### src/rtl/xand_unit.sv
module xand_unit #(
  parameter int AW = 12,
  parameter int DW = 8,
  parameter logic [7:0] OP_REG = 8'h58,
  parameter logic [7:0] OP_IMM = 8'h59,
  parameter logic [7:0] ESC_HI = 8'hEE
) (
  input  logic          clk,
  input  logic          rst_n,
  input  logic          in_valid,
  input  logic [7:0]    in_byte,
  output logic          in_ready,
  input  logic [7:0]    reg_ptr,
  output logic [AW-1:0] mem_addr,
  output logic          mem_rd,
  output logic          mem_wr,
  output logic [DW-1:0] mem_wdata,
  input  logic [DW-1:0] mem_rdata,
  output logic          flag_z,
  output logic          flag_s,
  output logic          flag_v,
  output logic          done,
  output logic          illegal
);

  typedef enum logic [2:0] {ST_IDLE, ST_B1, ST_B2, ST_B3, ST_RDS, ST_RDD, ST_WR} st_t;

  st_t st;
  logic          imm_form;
  logic [7:0]    byte1, byte2;
  logic [AW-1:0] src_a, dst_a;
  logic [DW-1:0] opnd;

  function automatic logic [AW-1:0] resolve(input logic [AW-1:0] a, input logic [7:0] p);
    if (a[AW-1:4] == ESC_HI) return {p[3:0], p[7:4], a[3:0]};
    return a;
  endfunction

  wire take = in_valid && in_ready;

  assign in_ready  = (st == ST_IDLE) || (st == ST_B1) || (st == ST_B2) || (st == ST_B3);
  assign mem_rd    = (st == ST_RDS) || (st == ST_RDD);
  assign mem_wr    = (st == ST_WR);
  assign mem_addr  = (st == ST_RDS) ? src_a : dst_a;
  assign mem_wdata = opnd & mem_rdata;

  always_ff @(posedge clk) begin
    if (!rst_n) begin
      st       <= ST_IDLE;
      imm_form <= 1'b0;
      byte1    <= '0;
      byte2    <= '0;
      src_a    <= '0;
      dst_a    <= '0;
      opnd     <= '0;
      flag_z   <= 1'b0;
      flag_s   <= 1'b0;
      flag_v   <= 1'b0;
      done     <= 1'b0;
      illegal  <= 1'b0;
    end else begin
      done    <= 1'b0;
      illegal <= 1'b0;
      case (st)
        ST_IDLE: if (take) begin
          if (in_byte == OP_REG || in_byte == OP_IMM) begin
            imm_form <= (in_byte == OP_IMM);
            st       <= ST_B1;
          end else begin
            illegal <= 1'b1;
          end
        end
        ST_B1: if (take) begin
          byte1 <= in_byte;
          st    <= ST_B2;
        end
        ST_B2: if (take) begin
          byte2 <= in_byte;
          st    <= ST_B3;
        end
        ST_B3: if (take) begin
          src_a <= resolve({byte1, byte2[7:4]}, reg_ptr);
          dst_a <= resolve({byte2[3:0], in_byte}, reg_ptr);
          opnd  <= byte1;
          st    <= imm_form ? ST_RDD : ST_RDS;
        end
        ST_RDS: st <= ST_RDD;
        ST_RDD: begin
          if (!imm_form) opnd <= mem_rdata;
          st <= ST_WR;
        end
        ST_WR: begin
          flag_z <= (mem_wdata == '0);
          flag_s <= mem_wdata[DW-1];
          flag_v <= 1'b0;
          done   <= 1'b1;
          st     <= ST_IDLE;
        end
        default: st <= ST_IDLE;
      endcase
    end
  end

  a_r4_single_port: assert property (@(posedge clk) disable iff (!rst_n)
    !(mem_rd && mem_wr));

  a_r4_write_after_dst_read: assert property (@(posedge clk) disable iff (!rst_n)
    mem_wr |-> ($past(mem_rd) && $past(mem_addr) == mem_addr));

  a_r7_flags_hold: assert property (@(posedge clk) disable iff (!rst_n)
    !done |-> $stable({flag_z, flag_s, flag_v}));

  a_r7_flags_from_result: assert property (@(posedge clk) disable iff (!rst_n)
    done |-> (flag_z == ($past(mem_wdata) == '0) && flag_s == $past(mem_wdata[DW-1]) && !flag_v));

  a_r8_done_pulse: assert property (@(posedge clk) disable iff (!rst_n)
    done |=> !done);

  a_r8_done_after_write: assert property (@(posedge clk) disable iff (!rst_n)
    done |-> $past(mem_wr));

  a_r9_illegal_pulse: assert property (@(posedge clk) disable iff (!rst_n)
    illegal |=> !illegal);

  a_r9_illegal_quiet: assert property (@(posedge clk) disable iff (!rst_n)
    illegal |-> (!mem_rd && !mem_wr && !done && in_ready && $past(in_valid && in_ready)));

  a_r11_busy_not_ready: assert property (@(posedge clk) disable iff (!rst_n)
    (mem_rd || mem_wr) |-> !in_ready);

endmodule

### config.mk
export PLATFORM = sky130hd
export DESIGN_NAME = xand_unit
export DESIGN_NICKNAME = d
export VERILOG_FILES = /design/src/rtl/xand_unit.sv
export SDC_FILE = /design/constraint.sdc
export NUM_CORES = 1
export LEC_CHECK = 0
export BUFFER_PORTS_ARGS = -buffer_cell sky130_fd_sc_hd__buf_2
export CAP_MARGIN = 20
export CORE_MARGIN = 5
export CORE_UTILIZATION = 45
export CTS_BUF_LIST = sky130_fd_sc_hd__clkbuf_8
export CTS_CLUSTER_SIZE = 30
export DETAILED_ROUTE_END_ITERATION = 7
export PLACE_DENSITY = 0.63
export SETUP_SLACK_MARGIN = 0.4
export SLEW_MARGIN = 40
export SYNTH_ARGS = -nofsm -noshare
export SYNTH_HDL_FRONTEND = slang
export SYNTH_SLANG_ARGS = --single-unit
### constraint.sdc
create_clock -name clk -period 2.4 [get_ports clk]
set_input_delay 0.12 -clock clk [delete_from_list [all_inputs] [get_ports clk]]
set_output_delay 0.12 -clock clk [all_outputs]
set_load 0.01 [all_outputs]
Word level (Yosys, flattened, before mapping)
Cells that the tools add are included.
W data, S select, Z words.
{"block": "op_classes", "bitwise": 1, "eq_ne": 16, "reduce_logical": 16, "mux": 25}
{"operator": "$mux W12", "count": 5}
{"operator": "$pmux W3 S6", "count": 1}
{"operator": "$eq A8 B7 Y1 const B", "count": 2}
{"operator": "$eq A8 B8 Y1 const B", "count": 2}
{"operator": "$mux W8", "count": 2}
{"operator": "$pmux W8 S2", "count": 1}
{"operator": "$mux W3", "count": 5}
{"operator": "$mux W1", "count": 11}
{"operator": "$ne A2 B2 Y1 const B", "count": 5}
{"operator": "$eq A3 B3 Y1 const B", "count": 3}
{"operator": "$reduce_and A3 Y1", "count": 3}
{"operator": "$and A8 B8 Y8", "count": 1}
{"operator": "$logic_not A8 Y1", "count": 1}
{"operator": "$eq A3 B2 Y1 const B", "count": 2}
{"operator": "$reduce_and A2 Y1", "count": 3}
{"operator": "$logic_or A1 B1 Y1", "count": 5}
{"operator": "$reduce_and A5 Y1", "count": 1}
{"operator": "$eq A3 B1 Y1 const B", "count": 1}
{"operator": "$logic_not A3 Y1", "count": 1}
{"operator": "$ne A2 B1 Y1 const B", "count": 1}
{"operator": "$reduce_bool A2 Y1", "count": 1}
{"operator": "$logic_and A1 B1 Y1", "count": 1}
{"block": "totals", "out_inout_bits": 28, "in_bits": 27, "elab_cells": 69, "regBits": 56}

Logic depth before layout (Yosys ltp)
Gate-level depths: netlist (run 1).
{"block": "depth", "ltp_word": 9, "ltp_mapped": 6, "depth_no_buf": 3}

Least setup slack after synthesis (run 1)
OpenSTA, ideal clock, no wires.
{"block": "synth_timing", "path_type": "flip-flop to output port", "from": "register st[1]", "to": "output mem_addr[10]", "arrival_ps": 1312, "required_ps": 2280, "path_stages_with_launch": 6, "n_path_buf": 2, "setup_slack_ps": 968, "cell_sequence": "dfxtp_1 buf_2 nand2b_2 nor2_4 buf_4 mux2_2"}
{"block": "synth_between", "elab_chain_cells": 2}
{"item": "start: declaration", "line_no": "28", "text": "st_t st;"}
{"item": "start signal: assignment", "line_no": "85", "text": "st <= imm_form ? ST_RDD : ST_RDS;"}
{"item": "$eq A3 B3 Y1", "line_no": "44", "text": "assign mem_addr = (st == ST_RDS) ? src_a : dst_a;"}
{"item": "$mux W12", "line_no": "44"}
{"item": "end: declaration", "line_no": "14", "text": "output logic [AW-1:0] mem_addr,"}
Every way passes these cells.

Final worst setup path (run 1)
{"block": "layout_timing", "from": "register st[1]", "to": "output mem_addr[7]"}
Same word-level chain as after synthesis.

==> results of run 1 <==
cell usage in the layout (no fill, tap or decap), drive strengths merged, types with 2 or more instances in the layout:
master,count
inv,4
nor3,3
nand4,2
nor4bb,2
o311ai,6
nor2,6
o21ai,8
and3b,2
or4b,2
nand4bb,2
dfxtp,56
o2111ai,3
o31ai,8
nand2,31
clkbuf,5
buf,58
and4,2
and4b,3
a21boi,15
nand3,10
a21oi,13
mux2,12
nor2b,17
nand3b,2
a31oi,5
nand4b,3
mux2i,26
and4bb,3
and2,9
registers in the layout (all words and copies together), names as in the netlist:
name / flops
src_a: 12
dst_a: 12
done: 1
st: 3
byte1: 8
imm_form: 1
flag_s: 1
opnd: 8
byte2: 8
illegal: 1
flag_z: 1
area by class of cell:
class	instances	area, um2
tap	75	93.8
clock buffer	5	68.8
sequential	56	1120
inverter	2	7.51
multi-input combinational	206	1460
clock inverter	2	12.5
timing repair buffer	58	328
fill	576	2830
where the power goes:
group / switching (mW) / total [mW] / internal (mW)
Combinational: 0.0441 / 0.0753 / 0.0313
Clock: 0.295 / 0.496 / 0.201
Sequential: 0.00154 / 0.932 / 0.930
critical path, delay by kind of cell, from the launching register on:
| family | cells | cell delay (ps) |
|---|---|---|
| flip-flops | 1 | 420 |
| multiplexers | 1 | 360 |
| AND/OR/NAND/NOR | 2 | 390 |
| buffers and inverters | 2 | 300 |
metal layers:
metal	vias to the layer above	part of all wire
li1	1124	-
met5	-	0
met3	5	0.039
met4	0	0.0091
met1	1078	0.48
met2	44	0.48
per-stage QoR:
stage / utilization / hold slack, ps / std cells
2_1_floorplan: - / 218 / 289
3_3_place_gp: 0.505 / 424 / 396
3_5_place_dp: 0.505 / 424 / 396
4_1_cts: 0.522 / 97.7 / 404
5_1_grt: 0.522 / 112 / 404
6_report: 0.522 / 98.2 / 404
kinds of logic (layout without fill, tap and decap cells):
family | after synthesis | count (layout) | synth area share
and+or+nand+nor | 105 | 105 | 0.233
AOI/OAI and AO/OA | 62 | 62 | 0.155
DFF | 56 | 56 | 0.410
muxes | 38 | 38 | 0.144
buffers and inverters | 27 | 67 | 0.0572
other | 1 | 1 | 0.00137
worst max path at each step:
stage / end / slack [ps] / cells past startpoint
final: mem_addr[7] / 500 / 5
after floorplan: mem_addr[10] / 970 / 5
after CTS: mem_addr[7] / 480 / 5
after global routing: mem_addr[7] / 400 / 5
after detailed placement: mem_addr[7] / 660 / 4
after global placement: mem_addr[7] / 720 / 4
timing repair:
action,CTS,global route
buffers inserted,1,0
endpoints found under the setup margin,12,11
resized for setup,0,1
pin swaps,1,0
==> impl_metrics.json, run 1 <==
{
  "drc_errors": 0,
  "grt_usage": 0.183,
  "grt_start_max_net_pins": 41,
  "reg2reg_depth": 4,
  "slew_headroom": 0.653,
  "setup_ws_ps": 502,
  "ir_drop_mv": 0.286,
  "die_h_um": 88.0,
  "synth_commonest_cells": "dfxtp_1, nand2_1, mux2i_1, nor2b_1, a21boi_0",
  "min_path_cells": 2,
  "synth_area_leaders": "dfxtp_1, mux2i_1, mux2_2",
  "synth_top_area_share": 0.410,
  "fin_crit_ps": 1900,
  "finalSetupViolCount": 0,
  "cp_slowest_cell": "dfxtp_1",
  "areaGrowthSynthToFinish_pct": 13.0,
  "wl_per_cell_um": 16.6,
  "viasPerCell": 5.57,
  "clockRootBuffer": "clkbuf_8",
  "dp_slack_ps": 655,
  "dieArea_mm2": 0.00774,
  "htree_levels": 2,
  "netlist_area_mm2": 0.00274,
  "globalRouteMet2Util": 0.292,
  "rows": 28,
  "drv_slew": 0,
  "globalRouteMet1Util": 0.255,
  "maxCapViolCount": 0,
  "cts.clk_slew.worst_paths_ps": 90,
  "synth-seq-area-share": 0.410,
  "grt_pass1_vias": 2091,
  "grt_pass1_wl_um": 11000,
  "tightestPinTransition_ps": 513,
  "ctsHoldBuffers": 0,
  "dr.pass1.iters": 4,
  "synth-seq-cells": 56,
  "max_freq_mhz": 527,
  "vias": 2251,
  "start_kind": "register",
  "end_kind": "output pin",
  "post_dp_cell_area_mm2": 0.00299,
  "r2r_start": "st[0]",
  "clock_latency_ps": 310,
  "rrSetupSlack_ps": 720,
  "routed_wl_um": 6720,
  "stdcell_area_mm2": 0.00309,
  "leakagePower_nw": 1.19,
  "min-delay-start": "in_byte[3]",
  "cts_tree": "done",
  "place_congestion": 0.780,
  "grt_setup_unrepaired": "false",
  "clockBufferDepth": 2,
  "grt_antenna_before_repair": 0,
  "top_usage_layer": "met2",
  "port_buffers": 53,
  "powerDensity_mw_per_mm2": 486,
  "syn-instance-count": 289,
  "r2r_end": "opnd[0]",
  "synth_top_area_cell": "dfxtp_1",
  "overflow": 0,
  "cp.arrival_ps": 1780,
  "ant_nets": 0,
  "crit_chain": "nand2b_2, nor2_4, buf_12, mux2_2, buf_2",
  "synth_warnings": 0,
  "hold_path.class": "in2reg",
  "async_flop_share": 0,
  "status": "completed",
  "fin_nets": 356,
  "core_area_mm2": 0.00592,
  "finalCritPeriodShare": 0.791,
  "cp.required_ps": 2280,
  "critical_path_class": "reg2out",
  "critPathMaxFanout": 13,
  "crit_path_start": "st[1]",
  "synth_nets": 316,
  "synth_most_common_cell": "dfxtp_1",
  "drive_gt1_frac": 0.249,
  "avgSynthCellArea_um2": 9.47,
  "worstHoldEndpoint": "illegal",
  "synth_enable_flop_cells": 0,
  "initial_utilization": 0.462,
  "io_pins": 55,
  "ys_types": 44,
  "cts_inserted_buffers": 5,
  "drt_iter0_markers": 82,
  "setup_tns_ps": 0,
  "hold_viol_final": 0,
  "synthFlopType": "dfxtp_1",
  "fin_worst_skew_ps": 10.9,
  "grtUsageMet3": 0.0329,
  "die_w_um": 88.0,
  "power_mw": 1.50,
  "antennaDiodeCount": 0,
  "max_stage_delay_ps": 420,
  "clock_sinks": 56,
  "place_hpwl_um": 4700
}
(Power assumes the default switching activity.)
==> run 2, diff against run 1 <==
--- a/config.mk
+++ b/config.mk
@@ -12,7 +12,7 @@
 export CTS_BUF_LIST = sky130_fd_sc_hd__clkbuf_8
 export CTS_CLUSTER_SIZE = 30
 export DETAILED_ROUTE_END_ITERATION = 7
-export PLACE_DENSITY = 0.63
+export PLACE_DENSITY = 0.66
 export SETUP_SLACK_MARGIN = 0.4
 export SLEW_MARGIN = 40
 export SYNTH_ARGS = -nofsm -noshare
==> constraint.sdc (replaced) <==
create_clock -name clk -period 1.64 [get_ports clk]
set_input_delay 0.082 -clock clk [delete_from_list [all_inputs] [get_ports clk]]
set_output_delay 0.082 -clock clk [all_outputs]
set_load 0.01 [all_outputs]
==> impl_metrics.json, run 2 (synthesis gave the netlist of run 1 again) <==
{
  "fin_worst_skew_ps": 16.3,
  "cts_tree": "done",
  "top_regs": "dst_a (12), src_a (12)",
  "cp.required_ps": 1560,
  "areaGrowthSynthToFinish_pct": 45.5,
  "status": "complete, but fails checks",
  "cp_top_family": "flip-flops",
  "final_util": 0.673,
  "clock_latency_ps": 320,
  "grt_pass1_vias": 2473,
  "dieArea_mm2": 0.00774,
  "final_common_cell": "dfxtp_1",
  "hold_viol_final": 0,
  "leakagePower_nw": 1.44,
  "clockRootBuffer": "clkbuf_8",
  "powerDensity_mw_per_mm2": 584,
  "drc_errors": 0,
  "final_cells": 436,
  "fin_nets": 387,
  "tightestPinTransition_ps": 693,
  "die_w_um": 88.0,
  "wl_per_cell_um": 18.7,
  "io_pins": 55,
  "grt_start_max_net_pins": 28,
  "max_stage_delay_ps": 360,
  "critPathMaxFanout": 6,
  "cp.arrival_ps": 1570,
  "fillers": 446,
  "end_kind": "output pin",
  "grt_usage": 0.217,
  "place_hpwl_um": 5080,
  "r2r_end": "src_a[9]",
  "hold_path.class": "in2reg",
  "slew_headroom": 0.538,
  "drive_gt1_frac": 0.510,
  "fin_crit_ps": 1650,
  "critical_path_class": "reg2out",
  "dr.pass1.iters": 4,
  "vias": 2519,
  "maxCapViolCount": 0,
  "clock_sinks": 56,
  "r2r_start": "st[1]",
  "antennaDiodeCount": 0,
  "cp_slowest_cell": "dfxtp_4",
  "layout_common_cells": "dfxtp_1, buf_2, buf_6",
  "min_path_cells": 3,
  "finalCritPeriodShare": 1.01,
  "port_buffers": 53,
  "ant_nets": 0,
  "violations": "setup timing",
  "max_freq_mhz": 605,
  "finalSetupViolCount": 6,
  "rows": 28,
  "grt_pass1_wl_um": 12800,
  "rrSetupSlack_ps": 30,
  "viasPerCell": 5.78,
  "crit_chain": "nand2b_4, nor2_4, clkbuf_16, mux2_4, buf_6",
  "endpoint": "mem_addr[6]",
  "htree_levels": 2,
  "worst-path-buf-inv": 2,
  "stdcell_area_mm2": 0.00398,
  "setup_ws_ps": -12.6,
  "cts_inserted_buffers": 5,
  "setup_tns_ps": -56.8,
  "ir_drop_mv": 0.422,
  "cts.clk_slew.worst_paths_ps": 100,
  "drt_iter0_markers": 177,
  "routed_wl_um": 8170,
  "grt_setup_unrepaired": "true",
  "initial_utilization": 0.462,
  "cp.depth": 5,
  "power_mw": 2.33,
  "start_kind": "register",
  "grt_antenna_before_repair": 0,
  "dp_cells": 411,
  "reg2reg_depth": 9,
  "clockBufferDepth": 2,
  "die_h_um": 88.0,
  "crit_path_start": "st[1]",
  "place_congestion": 0.826,
  "post_dp_cell_area_mm2": 0.00317,
  "core_area_mm2": 0.00592,
  "drv_slew": 0,
  "overflow": 0
}
[run 2: cell type report]
class                      count  area [um2]  area share
clock buffer                   6        82.6      0.0207
timing repair buffer          89         805       0.202
inverter                       2        7.51     0.00189
sequential                    56        1130       0.284
tap                           75        93.8      0.0236
clock inverter                 2        15.0     0.00377
multi-input combinational    206        1850       0.464
[run 2: worst min-delay path by stage]
stage,start,to,slack [ps]
after floorplan,in_byte[3],illegal,180
after global placement,in_byte[1],dst_a[1],380
after detailed placement,in_byte[1],dst_a[1],390
after CTS,in_byte[1],dst_a[1],40
after global routing,in_byte[1],dst_a[1],40
final,in_byte[1],dst_a[1],40
[run 2: timing repair]
action,in CTS,in global routing
setup endpoints to repair,66,68
pin swaps,39,13
buffers inserted,11,2
resized for setup,114,35
hold buffers,0,0
cloned,4,0
[run 2: through the flow]
stage,hold slack (ps),setup WS (ps)
floorplan,180,347
detailed placement,390,151
finish,45.0,-12.6
global placement,383,185
CTS,37.6,-52.4
global route,36.8,-84.7
[run 2: worst reg2reg max path, stage by stage (launching register included)]
cell      delay (ps)
dfxtp_4          360
buf_4            130
buf_6            100
buf_8            130
buf_6            110
buf_6            110
nand4b_1         220
buf_6            200
nand2_2           70
a21boi_2         120
[run 2: where the power goes]
group	switching [mW]	internal (mW)
Combinational	0.0816	0.0611
Clock	0.481	0.344
Sequential	0.00118	1.36
Total	0.563	1.76
[run 2: layer usage]
metal	GRT usage	part of all wire	vias up
met3	0.0339	0.046	16
met1	0.285	0.44	1230
met4	0.0669	0.015	0
met2	0.364	0.50	79
li1	-	-	1194
met5	0	0	-
